### src/rtl/cmp_pwm_pkg.sv
package cmp_pwm_pkg;

    // Default width of the period counter and the compare value.
    localparam int unsigned PWM_W = 8;

    // Per-cycle events produced by the counter stage.
    typedef struct packed {
        logic advance;   // counter moves on this edge
        logic wrap;      // counter moves from its top value to zero
    } cnt_evt_t;

    // Per-cycle request into the duty buffer stage.
    typedef struct packed {
        logic write;     // store new value into shadow
        logic load;      // copy shadow into active
    } duty_req_t;

    // Top value of a W-bit counter, as a W-bit pattern.
    function automatic logic [31:0] top_value(input int unsigned w);
        return (32'd1 << w) - 32'd1;
    endfunction

endpackage

### src/rtl/cmp_pwm_counter.sv
module cmp_pwm_counter
    import cmp_pwm_pkg::*;
#(
    parameter int unsigned W = PWM_W
) (
    input  logic         clk,
    input  logic         rst,
    input  logic         tick,
    output logic [W-1:0] count,
    output cnt_evt_t     evt
);
    localparam logic [W-1:0] TOP = W'(top_value(W));

    logic [W-1:0] count_q;

    always_comb begin
        evt.advance = tick;
        evt.wrap    = tick && (count_q == TOP);
    end

    always_ff @(posedge clk) begin
        if (rst) begin
            count_q <= '0;
        end else if (evt.advance) begin
            count_q <= count_q + W'(1);
        end
    end

    assign count = count_q;

    p_hold_no_tick_r2: assert property (@(posedge clk) disable iff (rst)
        !tick |=> $stable(count_q));

    p_step_on_tick_r2: assert property (@(posedge clk) disable iff (rst)
        tick |=> (count_q == W'($past(count_q) + W'(1))));

    p_wrap_to_zero_r6: assert property (@(posedge clk) disable iff (rst)
        evt.wrap |=> (count_q == '0));

endmodule

### src/rtl/cmp_pwm_duty_buf.sv
module cmp_pwm_duty_buf
    import cmp_pwm_pkg::*;
#(
    parameter int unsigned W = PWM_W
) (
    input  logic         clk,
    input  logic         rst,
    input  duty_req_t    req,
    input  logic [W-1:0] duty_in,
    output logic [W-1:0] active
);
    logic [W-1:0] shadow_q;
    logic [W-1:0] active_q;

    // Shadow register: last written value wins.
    always_ff @(posedge clk) begin
        if (rst) begin
            shadow_q <= '0;
        end else if (req.write) begin
            shadow_q <= duty_in;
        end
    end

    // Active register: takes the shadow value held before this edge.
    always_ff @(posedge clk) begin
        if (rst) begin
            active_q <= '0;
        end else if (req.load) begin
            active_q <= shadow_q;
        end
    end

    assign active = active_q;

    p_active_hold_r5: assert property (@(posedge clk) disable iff (rst)
        !req.load |=> $stable(active_q));

    p_load_old_shadow_r7: assert property (@(posedge clk) disable iff (rst)
        req.load |=> (active_q == $past(shadow_q)));

    p_shadow_capture_r8: assert property (@(posedge clk) disable iff (rst)
        req.write |=> (shadow_q == $past(duty_in)));

    p_shadow_hold_r8: assert property (@(posedge clk) disable iff (rst)
        !req.write |=> $stable(shadow_q));

endmodule

### src/rtl/cmp_pwm_compare.sv
module cmp_pwm_compare #(
    parameter int unsigned W = cmp_pwm_pkg::PWM_W
) (
    input  logic [W-1:0] count,
    input  logic [W-1:0] active,
    output logic         level
);
    always_comb begin
        level = (count >= active);
    end
endmodule

### src/rtl/cmp_pwm.sv
module cmp_pwm
    import cmp_pwm_pkg::*;
#(
    parameter int unsigned W = PWM_W
) (
    input  logic         clk,
    input  logic         rst,
    input  logic         tick,
    input  logic         wr_en,
    input  logic [W-1:0] duty_in,
    output logic         pwm_o
);
    logic [W-1:0] count;
    logic [W-1:0] active;
    cnt_evt_t     evt;
    duty_req_t    req;

    cmp_pwm_counter #(.W(W)) u_counter (
        .clk   (clk),
        .rst   (rst),
        .tick  (tick),
        .count (count),
        .evt   (evt)
    );

    always_comb begin
        req.write = wr_en;
        req.load  = evt.wrap;
    end

    cmp_pwm_duty_buf #(.W(W)) u_duty (
        .clk     (clk),
        .rst     (rst),
        .req     (req),
        .duty_in (duty_in),
        .active  (active)
    );

    cmp_pwm_compare #(.W(W)) u_cmp (
        .count  (count),
        .active (active),
        .level  (pwm_o)
    );

    p_reset_high_r1: assert property (@(posedge clk)
        rst |=> pwm_o);

    p_zero_always_high_r4: assert property (@(posedge clk) disable iff (rst)
        (active == '0) |-> pwm_o);

    p_low_at_count_zero_r3: assert property (@(posedge clk) disable iff (rst)
        ((count == '0) && (active != '0)) |-> !pwm_o);

    p_high_at_top_r3: assert property (@(posedge clk) disable iff (rst)
        (count == W'(top_value(W))) |-> pwm_o);

endmodule

### config.mk
export PLATFORM = sky130hd
export DESIGN_NAME = cmp_pwm
export DESIGN_NICKNAME = d
export VERILOG_FILES = /design/src/rtl/cmp_pwm_pkg.sv /design/src/rtl/cmp_pwm_counter.sv /design/src/rtl/cmp_pwm_duty_buf.sv /design/src/rtl/cmp_pwm_compare.sv /design/src/rtl/cmp_pwm.sv
export SDC_FILE = /design/constraint.sdc
export NUM_CORES = 1
export LEC_CHECK = 0
export BUFFER_PORTS_ARGS = -buffer_cell sky130_fd_sc_hd__buf_2
export CELL_PAD_IN_SITES_DETAIL_PLACEMENT = 0
export CELL_PAD_IN_SITES_GLOBAL_PLACEMENT = 1
export CORE_ASPECT_RATIO = 0.75
export CORE_MARGIN = 2
export CORE_UTILIZATION = 39
export DETAILED_ROUTE_END_ITERATION = 6
export PLACE_DENSITY_LB_ADDON = 0.1
export SLEW_MARGIN = 20
export SYNTH_ARGS = -nofsm -noshare
export SYNTH_HDL_FRONTEND = slang
export SYNTH_SLANG_ARGS = --single-unit
### constraint.sdc
create_clock -name clk -period 1.51 [get_ports clk]
set_clock_uncertainty 0.1 [all_clocks]
set_input_delay 0.3775 -clock clk [delete_from_list [all_inputs] [get_ports clk]]
set_output_delay 0.3775 -clock clk [all_outputs]
set_load 0.02 [all_outputs]
==> impl_metrics.yaml <==
sta:
  rsz0062_at_grt: "yes"
  fin_ws_ps: -483
  layout_min_cycle_time_ps: 1990
  report.final.slew_viol_count: 0
  hold_viol_final: 0
  fmax_mhz: 502
  worstMarginPinSlew_ps: 232
  period_share_pct: 132
  setup_tns_ps: -483
  fin_hold_ws_ps: 238
  setup_violations: 1
  slew_headroom_pct: 84.6
critical_path:
  end_kind: "primary output"
  crit_required_ps: 1030
  crit_path_max_fanout: 2
  rrSetupSlack_ps: 90
  crit_arrival_ps: 1520
  crit_type: "flip-flop to primary output"
  cp-start-kind: "flip-flop"
yosys:
  synth_xor_area_share_pct: 2.95
  synth-compound-area-share_pct: 5.70
  syn_area_sq_um: 1190
  yosys_warnings: 0
  synth_top_family_by_area: "simple AND/OR/NAND/NOR gates"
  synth-simple-area-share_pct: 22.5
  yosysSeqAreaShare_pct: 40.5
  yosys-mux-area-fraction_pct: 14.3
  netlist_instances: 124
  avgSynthCellArea_sq_um: 9.57
  synthesis.nets: 145
  synth_cell_types: 25
  ys_ff_latch: 24
  synthAdderAreaFrac_pct: 9.49
layout:
  layout_common_cells: "17 x nand2b_1, 17 x mux2i_1, 13 x nor2_1, 13 x buf_4, 13 x dfxtp_1"
  area_growth_pct: 36.0
  diodes: 0
  fillCellCount: 250
  nets: 174
  drive_gt1_share_pct: 40.1
  instances_no_fill: 190
global_routing:
  grt_pass1_wl_um: 3830
  grt_pass1_vias: 869
  antenna_found_initial: 0
  track_usage_pct: 15.0
  grt_max_degree: 22
  grt_overflow_total: 0
clocking:
  cts_buffers: 3
  insertion_delay_ps: 270
  cts_root_buf: "clkbuf_8"
  cts_buffer_depth: 2
  htree_levels: 1
  clk_pin_slew_ps: 80
  cts_tree: "done"
  cts_sinks: 24
job:
  drv_cap: 0
placed_design:
  port_buffers: 12
  gp_congestion: 0.780
  dp.cells: 183
  hpwlAfterDp_um: 1660
detailed_routing:
  vias_per_cell: 4.71
  avgRoutedWirePerCell_um: 11.5
  num_vias: 894
  dr.pass1.iters: 4
  drtIter0Drc: 22
  drc: 0
  routed_wl_um: 2180
  ant_nets: 0
run_status:
  status: "finished with violations"
  violations: "negative setup slack"
power:
  ir_drop_mv: 0.547
  leakage_uw: 0.000661
  cellPowerDensity_nw_per_um2: 846
floorplan:
  start_util_pct: 40.7
  core_area_sq_um: 2910
  die_w_um: 67.7
  dieHeight_um: 51.8
  fp-row-count: 17
  dieArea_sq_um: 3500
  ios: 13
worst_hold_path:
  hold_path_class: "primary input to flip-flop"
## Yosys cell counts
library cell	n	share of area (%)
nor2_4	1	0.95
nor2_1	13	4.1
a31oi_1	1	0.53
o21ai_0	4	1.7
nand4_1	4	2.1
or3_1	2	1.1
ha_1	9	9.5
clkbuf_1	3	0.95
mux2i_1	17	14
buf_4	1	0.63
xnor2_1	1	0.74
a21o_1	3	1.9
dfxtp_1	24	41
nand3_1	1	0.42
or4_1	1	0.63
buf_2	1	0.42
nand2b_1	17	9.0
a221oi_1	1	0.74
xor2_1	3	2.2
and2b_1	1	0.63
nand2_1	4	1.3
a21oi_1	2	0.84
nand4_4	1	1.8
and3_1	1	0.53
inv_1	8	2.5
## per-layer routing
layer | GRT usage, % | share of wire, %
met2 | 22.5 | 45
met4 | 4.08 | 0.46
met3 | 5.19 | 3.0
met1 | 20.5 | 52
met5 | 0 | 0
## layout make-up
type	instances	area (sq um)	share of cell area, %
Timing Repair Buffer	29	218	13.5
Sequential cell	24	494	30.6
Clock buffer	3	41.3	2.56
Inverter	8	30.0	1.86
Clock inverter	1	30.0	1.86
Multi-Input combinational cell	87	752	46.6
Tap cell	38	47.5	2.95
## kinds of logic after synthesis
group | Yosys count
compound gates | 11
buf+inv | 13
mux | 17
fa+ha+maj | 9
flops | 24
xor+xnor | 4
simple gates | 46
## worst paths after layout
check | from | to | cells after the start
worst max-delay path | u_duty.active[6] | pwm_o | 6
worst min-delay path | duty_in[1] | u_duty.shadow_q[1] | 3
worst min register to register | u_duty.shadow_q[4] | u_duty.active[4] | 2
worst max register to register | u_counter.count[1] | u_counter.count[6] | 6
## worst max-delay path, cell delays in order, from the launching register on
cell and delay [ps]:
dfxtp_2 340, inv_2 40, ha_4 200, a21o_1 160, a221oi_2 280, o21ai_2 100
buf_6 140
## state kept, by name, indices dropped and copies added, names as in the netlist
register / flops
u_counter.count: 8
u_duty.active: 8
u_duty.shadow_q: 8
## where the power goes
part           switching (uW)  total (uW)  internal, uW
clock                     207         562           355
sequential               10.5         662           652
combinational            63.7         141          77.5
## metrics by stage
stage	util [%]	worst slack [ps]	instance area, sq um	total power, uW
global placement	48.6	-252	1420	794
global route	55.3	-555	1610	1430
CTS	52.3	-547	1520	1370
detailed placement	48.6	-273	1420	795
finish	55.3	-483	1610	1370
floorplan	-	-125	1220	751
## what timing repair did
item	in CTS	in global routing
hold buffers	0	0
pin swaps	5	8
setup endpoints to repair	1	9
gates resized for setup	9	17
setup buffers	0	3
(Power assumes the default switching activity.)
